File: src/rtl/trf_pkg.sv
package trf_pkg;

    localparam int TILE_W = 8;

    localparam logic [15:0] MAP_BASE_LO   = 16'h9800;
    localparam logic [15:0] MAP_BASE_HI   = 16'h9C00;
    localparam logic [15:0] DATA_BASE_UNS = 16'h8000;
    localparam logic [15:0] DATA_BASE_SGN = 16'h9000;
    localparam logic [7:0]  BLOCKED_BYTE  = 8'hFF;

    typedef enum logic [3:0] {
        ST_IDX_A,
        ST_IDX_B,
        ST_LO_A,
        ST_LO_B,
        ST_HI_A,
        ST_HI_B,
        ST_IDLE_A,
        ST_IDLE_B,
        ST_PUSH
    } step_e;

    typedef struct packed {
        logic       prio;
        logic       vflip;
        logic       hflip;
        logic [2:0] pal;
    } attr_t;

    typedef struct packed {
        logic       prio;
        logic [2:0] pal;
        logic [1:0] color;
    } pixel_t;

    function automatic logic [15:0] map_base(input logic upper);
        return upper ? MAP_BASE_HI : MAP_BASE_LO;
    endfunction

    function automatic pixel_t make_pixel(input logic [7:0] lo,
                                          input logic [7:0] hi,
                                          input attr_t      at,
                                          input logic [2:0] slot);
        pixel_t     p;
        logic [2:0] b;
        b       = at.hflip ? slot : ~slot;
        p.prio  = at.prio;
        p.pal   = at.pal;
        p.color = {hi[b], lo[b]};
        return p;
    endfunction

endpackage

File: src/rtl/trf_addr_gen.sv
module trf_addr_gen
    import trf_pkg::*;
(
    input  step_e       step,
    input  logic [4:0]  scroll_col,
    input  logic [7:0]  scroll_y,
    input  logic [7:0]  ly,
    input  logic [7:0]  win_line,
    input  logic        in_window,
    input  logic [4:0]  fetch_x,
    input  logic [4:0]  win_col,
    input  logic        bg_map_sel,
    input  logic        win_map_sel,
    input  logic        data_unsigned,
    input  logic [7:0]  tile_idx,
    input  logic        vflip,
    output logic [15:0] vram_addr
);

    logic [7:0]  ypos;
    logic [4:0]  col;
    logic [2:0]  row;
    logic [15:0] map_addr;
    logic [15:0] tile_off;
    logic [15:0] lo_addr;

    always_comb begin
        ypos     = in_window ? win_line : 8'(ly + scroll_y);
        col      = in_window ? win_col : 5'(scroll_col + fetch_x);
        map_addr = map_base(in_window ? win_map_sel : bg_map_sel)
                 + {6'd0, ypos[7:3], col};
        row      = vflip ? ~ypos[2:0] : ypos[2:0];
        tile_off = data_unsigned ? {4'd0, tile_idx, 4'd0}
                                 : {{4{tile_idx[7]}}, tile_idx, 4'd0};
        lo_addr  = (data_unsigned ? DATA_BASE_UNS : DATA_BASE_SGN)
                 + tile_off + {12'd0, row, 1'b0};
        case (step)
            ST_LO_A, ST_LO_B: vram_addr = lo_addr;
            ST_HI_A, ST_HI_B: vram_addr = lo_addr + 16'd1;
            default:          vram_addr = map_addr;
        endcase
    end

endmodule

File: src/rtl/trf_fetch_seq.sv
module trf_fetch_seq
    import trf_pkg::*;
(
    input  logic       clk,
    input  logic       rst,
    input  logic       draw_start,
    input  logic       win_start,
    input  logic       run,
    input  logic       in_window,
    input  logic       fifo_empty,
    input  logic [7:0] rd_data,
    input  logic [5:0] rd_attr,
    input  logic       rd_blocked,
    output step_e      step,
    output logic [7:0] tile_idx,
    output attr_t      attr,
    output logic [7:0] row_lo,
    output logic [7:0] row_hi,
    output logic       push,
    output logic [4:0] fetch_x,
    output logic [4:0] win_col
);

    step_e      step_q;
    step_e      step_nx;
    logic [7:0] tile_idx_q;
    attr_t      attr_q;
    logic [7:0] lo_q;
    logic [7:0] hi_q;
    logic [4:0] fetch_x_q;
    logic [4:0] win_col_q;
    logic [7:0] data_eff;
    attr_t      attr_eff;
    logic       restart;
    logic       push_slot;

    always_comb begin
        restart   = draw_start | win_start;
        data_eff  = rd_blocked ? BLOCKED_BYTE : rd_data;
        attr_eff  = rd_blocked ? attr_t'('1) : attr_t'(rd_attr);
        push_slot = (step_q == ST_HI_B) || (step_q == ST_PUSH);
        push      = run & ~restart & fifo_empty & push_slot;
        row_hi    = (step_q == ST_HI_B) ? data_eff : hi_q;
    end

    always_comb begin
        case (step_q)
            ST_IDX_A:  step_nx = ST_IDX_B;
            ST_IDX_B:  step_nx = ST_LO_A;
            ST_LO_A:   step_nx = ST_LO_B;
            ST_LO_B:   step_nx = ST_HI_A;
            ST_HI_A:   step_nx = ST_HI_B;
            ST_HI_B:   step_nx = push ? ST_IDX_A : ST_IDLE_A;
            ST_IDLE_A: step_nx = ST_IDLE_B;
            ST_IDLE_B: step_nx = ST_PUSH;
            ST_PUSH:   step_nx = push ? ST_IDX_A : ST_PUSH;
            default:   step_nx = ST_IDX_A;
        endcase
    end

    always_ff @(posedge clk) begin
        if (rst) begin
            step_q     <= ST_IDX_A;
            tile_idx_q <= '0;
            attr_q     <= '0;
            lo_q       <= '0;
            hi_q       <= '0;
            fetch_x_q  <= '0;
            win_col_q  <= '0;
        end else if (draw_start) begin
            step_q    <= ST_IDX_A;
            fetch_x_q <= '0;
            win_col_q <= '0;
        end else if (win_start) begin
            step_q    <= ST_IDX_A;
            win_col_q <= '0;
        end else if (run) begin
            step_q <= step_nx;
            if (step_q == ST_IDX_B) begin
                tile_idx_q <= data_eff;
                attr_q     <= attr_eff;
            end
            if (step_q == ST_LO_B) begin
                lo_q <= data_eff;
            end
            if (step_q == ST_HI_B) begin
                hi_q <= data_eff;
            end
            if (push) begin
                fetch_x_q <= fetch_x_q + 5'd1;
                if (in_window) begin
                    win_col_q <= win_col_q + 5'd1;
                end
            end
        end
    end

    assign step     = step_q;
    assign tile_idx = tile_idx_q;
    assign attr     = attr_q;
    assign row_lo   = lo_q;
    assign fetch_x  = fetch_x_q;
    assign win_col  = win_col_q;

endmodule

File: src/rtl/trf_pix_fifo.sv
module trf_pix_fifo
    import trf_pkg::*;
#(
    parameter  int DEPTH   = 16,
    localparam int PTR_W   = $clog2(DEPTH),
    localparam int LEVEL_W = $clog2(DEPTH + 1)
) (
    input  logic               clk,
    input  logic               rst,
    input  logic               clr,
    input  logic               push,
    input  pixel_t             row [TILE_W],
    input  logic               pop,
    output pixel_t             head,
    output logic [LEVEL_W-1:0] level,
    output logic               empty
);

    pixel_t             mem [DEPTH];
    logic [PTR_W-1:0]   rd_ptr;
    logic [LEVEL_W-1:0] level_q;
    logic               pop_ok;

    initial begin
        if ((1 << PTR_W) != DEPTH || DEPTH < TILE_W) begin
            $error("trf_pix_fifo: DEPTH must be a power of two of at least one row");
        end
    end

    assign empty  = (level_q == '0);
    assign pop_ok = pop & ~empty;
    assign level  = level_q;
    assign head   = empty ? pixel_t'('0) : mem[rd_ptr];

    always_ff @(posedge clk) begin
        if (rst || clr) begin
            level_q <= '0;
            rd_ptr  <= '0;
        end else if (push) begin
            level_q <= LEVEL_W'(TILE_W);
        end else if (pop_ok) begin
            level_q <= level_q - 1'b1;
            rd_ptr  <= rd_ptr + 1'b1;
        end
    end

    always_ff @(posedge clk) begin
        if (push && !rst && !clr) begin
            for (int i = 0; i < TILE_W; i++) begin
                mem[PTR_W'(rd_ptr + PTR_W'(i))] <= row[i];
            end
        end
    end

endmodule

File: src/rtl/tile_row_fetcher.sv
module tile_row_fetcher
    import trf_pkg::*;
#(
    parameter  int FIFO_DEPTH = 16,
    localparam int LEVEL_W    = $clog2(FIFO_DEPTH + 1)
) (
    input  logic               clk,
    input  logic               rst,
    input  logic               draw_start,
    input  logic               win_start,
    input  logic               run,
    input  logic               in_window,
    input  logic [4:0]         scroll_col,
    input  logic [7:0]         scroll_y,
    input  logic [7:0]         ly,
    input  logic [7:0]         win_line,
    input  logic               bg_map_sel,
    input  logic               win_map_sel,
    input  logic               tile_data_unsigned,
    output logic [15:0]        vram_addr,
    input  logic [7:0]         vram_data,
    input  logic [5:0]         vram_attr,
    input  logic               vram_blocked,
    input  logic               px_pop,
    output logic               px_valid,
    output logic [1:0]         px_color,
    output logic [2:0]         px_pal,
    output logic               px_prio,
    output logic [LEVEL_W-1:0] fifo_level
);

    step_e      cur_step;
    logic [7:0] tile_idx;
    attr_t      attr;
    logic [7:0] row_lo;
    logic [7:0] row_hi;
    logic       push;
    logic [4:0] fetch_x;
    logic [4:0] win_col;
    logic       fifo_empty;
    logic       fifo_clr;
    pixel_t     row_pix [TILE_W];
    pixel_t     head;

    assign fifo_clr = draw_start | win_start;

    trf_fetch_seq u_seq (
        .clk        (clk),
        .rst        (rst),
        .draw_start (draw_start),
        .win_start  (win_start),
        .run        (run),
        .in_window  (in_window),
        .fifo_empty (fifo_empty),
        .rd_data    (vram_data),
        .rd_attr    (vram_attr),
        .rd_blocked (vram_blocked),
        .step       (cur_step),
        .tile_idx   (tile_idx),
        .attr       (attr),
        .row_lo     (row_lo),
        .row_hi     (row_hi),
        .push       (push),
        .fetch_x    (fetch_x),
        .win_col    (win_col)
    );

    trf_addr_gen u_addr (
        .step          (cur_step),
        .scroll_col    (scroll_col),
        .scroll_y      (scroll_y),
        .ly            (ly),
        .win_line      (win_line),
        .in_window     (in_window),
        .fetch_x       (fetch_x),
        .win_col       (win_col),
        .bg_map_sel    (bg_map_sel),
        .win_map_sel   (win_map_sel),
        .data_unsigned (tile_data_unsigned),
        .tile_idx      (tile_idx),
        .vflip         (attr.vflip),
        .vram_addr     (vram_addr)
    );

    for (genvar g = 0; g < TILE_W; g++) begin : g_row
        assign row_pix[g] = make_pixel(row_lo, row_hi, attr, 3'(g));
    end

    trf_pix_fifo #(.DEPTH(FIFO_DEPTH)) u_fifo (
        .clk   (clk),
        .rst   (rst),
        .clr   (fifo_clr),
        .push  (push),
        .row   (row_pix),
        .pop   (px_pop),
        .head  (head),
        .level (fifo_level),
        .empty (fifo_empty)
    );

    assign px_valid = ~fifo_empty;
    assign px_color = head.color;
    assign px_pal   = head.pal;
    assign px_prio  = head.prio;

endmodule

File: config.mk
export PLATFORM = sky130hd
export DESIGN_NAME = tile_row_fetcher
export DESIGN_NICKNAME = d
export VERILOG_FILES = /design/src/rtl/trf_pkg.sv /design/src/rtl/trf_addr_gen.sv /design/src/rtl/trf_fetch_seq.sv /design/src/rtl/trf_pix_fifo.sv /design/src/rtl/tile_row_fetcher.sv
export SDC_FILE = /design/constraint.sdc
export NUM_CORES = 1
export LEC_CHECK = 0
export ABC_AREA = 1
export BUFFER_PORTS_ARGS = -buffer_cell sky130_fd_sc_hd__buf_2
export CORE_UTILIZATION = 57
export DETAILED_ROUTE_END_ITERATION = 7
export PLACE_DENSITY = 0.78
export RECOVER_POWER = 50
export SYNTH_ARGS = -nofsm -noshare
export SYNTH_HDL_FRONTEND = slang
export SYNTH_SLANG_ARGS = --single-unit
File: constraint.sdc
create_clock -name clk -period 5.35 [get_ports clk]
set_input_delay 0.535 -clock clk [delete_from_list [all_inputs] [get_ports clk]]
set_output_delay 0.535 -clock clk [all_outputs]
set_load 0.03 [all_outputs]
==> parameters.txt, run 1 <==
Parameter                              Value

Power and ir drop
  Flop pwr share ... 0.467
  NetSw ... 666.1 µW
  Leakage power ... 5.325 nW
  Power Dens Cells ... 213.6 mW/mm²
  Switching power share of the total ... 0.2501
  Tot Pwr ... 2.663 mW
  Comb power frac ... 0.057
  Relative contribution of the clock network to total power ... 0.475
  IR drop worst, VDD ... 0.2196 mV
  Internal power of the cells ... 1.997 mW

Routing
  Residual DRC ... 0
  Total via count in the routed design ... 12110
  Via count normalized by instance count ... 5.908
  Iter 0 DRT Violations ... 1327
  Detailed-route wire length per cell ... 18.82 µm
  Antenna violation net count after detailed routing ... 0
  Total Routed Length ... 38590 µm
  First-pass iteration count of the detailed router ... 7

Critical path
  Worst endpoint data arrival time ... 4.45 ns
  Critical Path Start Type ... input pin
  Critical path required time ... 5.42 ns
  End of the worst register-to-register path ... u_fifo.mem[8][1]$_DFFE_PP_
  Cell mode on critical path ... nor2_1
  Start-to-end type of the worst setup path ... in2reg
  Destination of the critical timing path ... u_fifo.mem[7][5]$_DFFE_PP_
  List of cells traversed by the critical path ... clkbuf_1 > nor2_1 > clkinv_1 > nor2_1 > nand3_4 > nor2_4 > nand2_1 > o21ai_0 > nor3b_1 > nand4_1
  Critical-path top delay cell ... nor2_4
  Reg2Reg Launch Point ... u_fifo.level[0]$_SDFFE_PP0P_
  Start point of the critical path ... rst
  Worst R2R Setup Slack ... 1.48 ns
  Depth of the most critical reg-to-reg path ... 14
  Biggest cell delay along the critical path ... 0.76 ns
  Maximum fanout along the worst path ... 30
  Type of destination of the critical path ... flop

Finish
  Synth-to-Final Area Change ... 9.531%
  Net count, final ... 1853
  Multi-input gate area in the final layout ... 0.005952 mm²
  Layout cell share with drive strength beyond 1 ... 0.08240
  Non-filler instance count after layout ... 2050
  Layout Cell Area excl Fill ... 0.01247 mm²
  Fill cell total of the finished layout ... 1791
  Sequential cell area in the final layout ... 0.004024 mm²

Clock tree
  CTS root buffer ... clkbuf_16
  Number of resized instances in the post-cts repair step ... 0
  Number of buffers added to fix hold violations after cts ... 0
  CTS tree ... built
  Number of buffers added for setup after CTS ... 0
  Insertion delay of the later-clocked pin in the worst-skew pair ... 0.44 ns
  Buffer levels on the longest clock path ... 2
  Clock H-tree levels ... 4
  Clock Sink Count ... 153
  Clock Pin Slew Worst Setup and Hold Paths ... 0.07 ns
  Total CTS buffers ... 17

Yosys
  Async SR Flop Fraction ... 0
  Number of synthesis warnings ... 0
  Post-Syn Area ... 0.01138 mm²
  Mean area per synthesized cell ... 6.610 µm²
  Count of cell types in the netlist ... 48
  Flop and latch count out of synthesis ... 153
  Area leader, netlist ... edfxtp_1
  Register area share after synthesis ... 0.3535
  Top cells by area in the synthesized netlist ... edfxtp_1, nand2_1, o21ai_0, dfxtp_1, inv_1
  Post-synthesis cell count ... 1722
  Synth Flop Type ... edfxtp_1
  Synth top area share ... 0.2533
  EDFF count, synth ... 96

Outcome
  Outcome ... complete, but fails checks
  Violations in the final reports ... capacitance limit

STA
  Post-layout min period ... 4.380 ns
  Slew at the pin with the worst max-slew slack ... 1.483 ns
  Fmax ... 0.2283 GHz
  Post-Route Skew ... 0.01540 ns
  Final setup violation count ... 0
  Slew headroom ... 0.001111
  Hold_ws ... 0.3884 ns
  Max-slew violations ... 0
  Setup TNS Final ... 0 ns
  RSZ-0062 raised after global routing ... no
  Period utilisation layout ... 0.8187
  Number of hold violations in the final report ... 0

Global route
  Met1 usage ... 0.4558
  GR Layer Usage met3 ... 0.1013
  Number of antenna violations at the first check in global routing ... 1
  Met2 track demand over resource ... 0.6241
  Grt peak-use layer ... met2
  Vias in the first global route ... 11600
  Total routing resource utilization after global routing ... 0.3933
  Largest net degree at the start of global routing ... 49
  First-pass GRT wire length ... 60660 µm
  Total overflow reported by the global router ... 0

Floorplanning
  Chip width ... 143.3 µm
  # rows ... 51
  Initial Util ... 0.5829
  Core area ... 0.01953 mm²
  Ports ... 82
  Die Footprint ... 0.02054 mm²
  Chip Height ... 143.3 µm

Placement
  Port Buf Inserts ... 78
  HPWL reported at the end of detailed placement ... 27320 µm
  Instance area at placement ... 0.01190 mm²
  Routability-driven placement congestion ratio ... 1.080
  Number of cells in the design after placement ... 2017

Job
  Number of maximum-capacitance violations ... 1

Worst hold path
  Classification of the worst-slack hold path ... in2reg
-- critical path, delay by kind of cell --
family | cells | cell delay, ns
AO/OA/AOI/OAI | 1 | 0.20
AND/OR/NAND/NOR | 7 | 3.06
buffers and inverters | 2 | 0.61
-- worst min path at each step --
stage                                   startpoint                        endpoint  slack, ns  cells after the start
finish                                         run      u_seq.step[0]$_SDFFE_PP0P_       0.39                      2
global route                                   run      u_seq.step[0]$_SDFFE_PP0P_       0.39                      2
CTS                                            run      u_seq.step[0]$_SDFFE_PP0P_       0.38                      2
detailed placement  u_seq.tile_idx[1]$_SDFFE_PP0P_  u_seq.tile_idx[1]$_SDFFE_PP0P_       0.46                      2
global placement    u_seq.tile_idx[3]$_SDFFE_PP0P_  u_seq.tile_idx[3]$_SDFFE_PP0P_       0.45                      2
floorplan           u_seq.tile_idx[3]$_SDFFE_PP0P_  u_seq.tile_idx[3]$_SDFFE_PP0P_       0.44                      2
-- cell usage in the layout, fill, tap and decap left out, types with 12 or more instances in the layout --
cell / n
o221ai_1: 18
a21oi_1: 79
nand2_1: 446
o21ai_1: 16
edfxtp_1: 96
clkbuf_1: 17
dfxtp_1: 57
a211oi_1: 12
clkbuf_16: 17
buf_2: 62
inv_1: 284
nor2_1: 170
or2_2: 12
ha_1: 26
nand4_1: 16
o21ai_0: 234
buf_4: 12
nand3_1: 93
-- per-stage QoR --
step                  util  setup WS [ns]
floorplan                -          2.386
global placement    0.6096          1.799
detailed placement  0.6096          1.677
CTS                 0.6410          1.935
global route        0.6383         0.8123
finish              0.6385         0.9697
-- metal layers --
layer	routed length, µm	up-vias
met1	13750	5402
met4	2849	0
met5	0	-
met3	4689	222
li1	-	5704
met2	17290	784
-- final cells by class --
type	instances	area share
antenna	1	0.0002007
clock buffer	17	0.03412
clock inverter	15	0.01495
inverter	288	0.08671
multi-input combinational	1220	0.4774
sequential	153	0.3228
tap	265	0.02660
timing repair buffer	91	0.03723
-- synthesized netlist by cell type (11+ instances only) --
cell type and instances:
nor2_4 11, dfxtp_1 57, nand4_1 16, a21oi_1 79
nand2_1 445, ha_1 26, o21ai_1 17, edfxtp_1 96
nand3_1 93, a211oi_1 12, inv_1 283, clkbuf_1 40
o221ai_1 18, nor2_1 166, o21ai_0 235, or2_2 12
-- power by group through the flow --
stage | Clock [mW] | Combinational, mW | Sequential [mW]
2_1_floorplan | 0 | 0.0972 | 1.27
3_3_place_gp | 0 | 0.150 | 1.27
3_5_place_dp | 0 | 0.152 | 1.27
4_1_cts | 1.26 | 0.153 | 1.24
5_1_grt | 1.31 | 0.165 | 1.24
6_report | 1.27 | 0.153 | 1.24
-- flip-flops by register name, summed over array words and instances (netlist names), named ones only --
| name | count |
|---|---|
| u_seq.step | 4 |
| u_seq.hi_q | 8 |
| u_seq.row_lo | 8 |
| u_fifo.mem | 96 |
| u_seq.win_col | 5 |
| u_fifo.level | 5 |
| u_seq.tile_idx | 8 |
| u_fifo.rd_ptr | 4 |
| u_seq.attr | 6 |
| u_seq.fetch_x | 5 |
-- logic make-up (layout without fill, tap and decap cells) --
| logic type | count (synthesis) | in the layout | share of synthesized area |
|---|---|---|---|
| simple gates | 780 | 780 | 0.2910 |
| compound gates | 393 | 393 | 0.1882 |
| buf+inv | 350 | 411 | 0.1221 |
| flops | 153 | 153 | 0.3535 |
| fa+ha+maj | 28 | 28 | 0.03210 |
| xor+xnor | 15 | 15 | 0.01154 |
| other cells | 2 | 4 | 0.0006598 |
| mux | 1 | 1 | 0.0008794 |
Note: power is estimated with default switching activity, not from simulation.
==> run 2, diff against run 1 <==
==> constraint.sdc (replaced) <==
create_clock -name clk -period 4.4 [get_ports clk]
set_input_delay 0.44 -clock clk [delete_from_list [all_inputs] [get_ports clk]]
set_output_delay 0.44 -clock clk [all_outputs]
set_load 0.03 [all_outputs]
==> run 2 against run 1 <==
  * The run ends with DRC left
  * Sequential share of layout area barely moved
  * First-iteration DRC count up 13%
  * Sequential power up 22%
  * Clock skew down 0.0023 ns
  * Die area unchanged
  * Combinational power up 21%
  * Design area is 0.14% lower
  * Setup slack got worse by 0.27 ns
  * Via count fell by 0.59%
  * Wire length fell by 0.80%
  * Utilization decreased by 0.090 points
  * Global-route usage down 0.73 points
  * Critical endpoint is now u_fifo.mem[8][0]$_DFFE_PP_
  * Largest power group is now registers
  * Highest routed layer is now met5
==> parameters.txt, run 2 (synthesis gave the netlist of run 1 again) <==
Parameter                              Value

Global route
  Total overflow reported by the global router ... 0
  Vias in the first global route ... 10890
  Number of antenna violations at the first check in global routing ... 1
  First-pass GRT wire length ... 59110 µm
  Total routing resource utilization after global routing ... 0.3860
  Largest net degree at the start of global routing ... 49

Clock tree
  Total CTS buffers ... 17
  Number of resized instances in the post-cts repair step ... 0
  Buffer levels on the longest clock path ... 2
  Number of buffers added to fix hold violations after cts ... 0
  Number of buffers added for setup after CTS ... 0
  Clock H-tree levels ... 4
  Clock Sink Count ... 153
  Clock Pin Slew Worst Setup and Hold Paths ... 0.07 ns
  Insertion delay of the later-clocked pin in the worst-skew pair ... 0.45 ns
  CTS tree ... built
  CTS root buffer ... clkbuf_16

Floorplanning
  Chip width ... 143.3 µm
  Chip Height ... 143.3 µm
  # rows ... 51
  Die Footprint ... 0.02054 mm²
  Core area ... 0.01953 mm²
  Ports ... 82
  Initial Util ... 0.5829

Critical path
  Type of destination of the critical path ... flop
  Reg2Reg Launch Point ... u_fifo.level[1]$_SDFFE_PP0P_
  CP bufs+invs ... 3
  Cell mode on critical path ... nor2_1
  Critical-path top delay cell ... nor2_1
  Worst endpoint data arrival time ... 3.82 ns
  Worst R2R Setup Slack ... 0.75 ns
  Maximum fanout along the worst path ... 24
  Start point of the critical path ... rst
  Critical path required time ... 4.52 ns
  End of the worst register-to-register path ... u_fifo.mem[8][0]$_DFFE_PP_
  Critical Path Start Type ... input pin
  Depth of the most critical reg-to-reg path ... 14
  Biggest cell delay along the critical path ... 0.62 ns
  Start-to-end type of the worst setup path ... in2reg
  Cell type group with the largest total delay on the critical path ... simple AND/OR/NAND/NOR gates
  List of cells traversed by the critical path ... buf_2 > nor2_1 > clkinv_1 > nor2_1 > inv_1 > nor2_8 > nand2_2 > nor2_2 > nand2_1 > nand3_1 > nor3_1 > nand4_1

Placement
  Instance area at placement ... 0.01192 mm²
  Number of cells in the design after placement ... 2019
  HPWL reported at the end of detailed placement ... 26890 µm
  Port Buf Inserts ... 78
  Placement-stage worst setup slack ... 0.9893 ns
  Routability-driven placement congestion ratio ... 1.061

STA
  Slew at the pin with the worst max-slew slack ... 1.140 ns
  Number of hold violations in the final report ... 0
  Post-Route Skew ... 0.01313 ns
  Smallest setup slack after layout ... 0.6982 ns
  Fmax ... 0.2701 GHz
  Slew headroom ... 0.2402
  Post-layout min period ... 3.702 ns
  Final setup violation count ... 0
  Max-slew violations ... 0
  Period utilisation layout ... 0.8413
  Setup TNS Final ... 0 ns
  RSZ-0062 raised after global routing ... no

Finish
  Non-filler instance count after layout ... 2052
  Net count, final ... 1855
  Synth-to-Final Area Change ... 9.376%
  Layout Cell Area excl Fill ... 0.01245 mm²
  Leading cell types in the layout, fill and taps excluded ... nand2_1, inv_1, o21ai_0, nor2_1, edfxtp_1
  Flip-flop count of the largest register after layout ... 96
  Layout cell share with drive strength beyond 1 ... 0.08287
  Top register by number of flip-flops ... u_fifo.mem
  Leading cell type in the layout, fill and taps excluded ... nand2_1
  Layout Utilization ... 0.6376

Power and ir drop
  Leakage power ... 5.315 nW
  Power Dens Cells ... 256.4 mW/mm²
  IR drop worst, VDD ... 0.3044 mV

Routing
  Total via count in the routed design ... 12040
  Iter 0 DRT Violations ... 1496
  Residual DRC ... 20
  First-pass iteration count of the detailed router ... 8
  Detailed-route wire length per cell ... 18.65 µm
  Antenna violation net count after detailed routing ... 0
  Total Routed Length ... 38280 µm
  Via count normalized by instance count ... 5.868

Worst hold path
  Worst hold path endpoint ... u_seq.attr[0]$_SDFFE_PP0P_
  Hold Crit Depth ... 3
  Startpoint of the lowest-slack hold path ... vram_attr[0]
  Classification of the worst-slack hold path ... in2reg

Job
  Number of maximum-capacitance violations ... 0

Outcome
  Outcome ... complete, but fails checks
  Violations in the final reports ... DRC
==> run 2: worst max-delay path by stage <==
stage	end	slack, ns	depth (start not counted)
after floorplan	vram_addr[8]	1.63	12
after global placement	u_fifo.mem[1][3]$_DFFE_PP_	1.12	10
after detailed placement	u_fifo.mem[1][4]$_DFFE_PP_	0.99	10
after CTS	u_fifo.mem[10][0]$_DFFE_PP_	1.19	10
after global routing	u_fifo.mem[8][1]$_DFFE_PP_	0.56	12
final	u_fifo.mem[8][0]$_DFFE_PP_	0.70	12
==> run 2: power by group <==
part / switching (mW) / internal (mW)
Sequential: 0.00330 / 1.51
Combinational: 0.126 / 0.0593
Clock: 0.736 / 0.757
Total: 0.866 / 2.33
==> run 2: tightest hold or removal path, stage by stage <==
cell and delay (ns):
buf_2 0.07, o21ai_0 0.06, a21oi_1 0.13
==> run 2: metrics by stage <==
step           power (mW)  hold slack [ns]
3_3_place_gp        1.728           0.4533
6_report            3.191           0.2871
2_1_floorplan       1.662           0.4410
3_5_place_dp        1.730           0.4598
5_1_grt             3.263           0.2999
4_1_cts             3.186           0.2778
==> run 2: routing by layer <==
metal / global-route usage / up-vias / share of wire
li1: - / 5708 / -
met1: 0.4723 / 5394 / 0.38
met2: 0.5933 / 731 / 0.44
met3: 0.1083 / 206 / 0.11
met4: 0.2581 / 2 / 0.068
met5: 0 / - / 0.00034
==> run 2: area by class of cell <==
class / instances / area [µm²]
Inverter: 288 / 1081
Clock buffer: 17 / 425.4
Antenna cell: 1 / 2.502
Tap cell: 265 / 331.6
Fill cell: 1834 / 7077
Multi-Input combinational cell: 1220 / 5952
Timing Repair Buffer: 93 / 480.5
Sequential cell: 153 / 4024
Clock inverter: 15 / 152.6
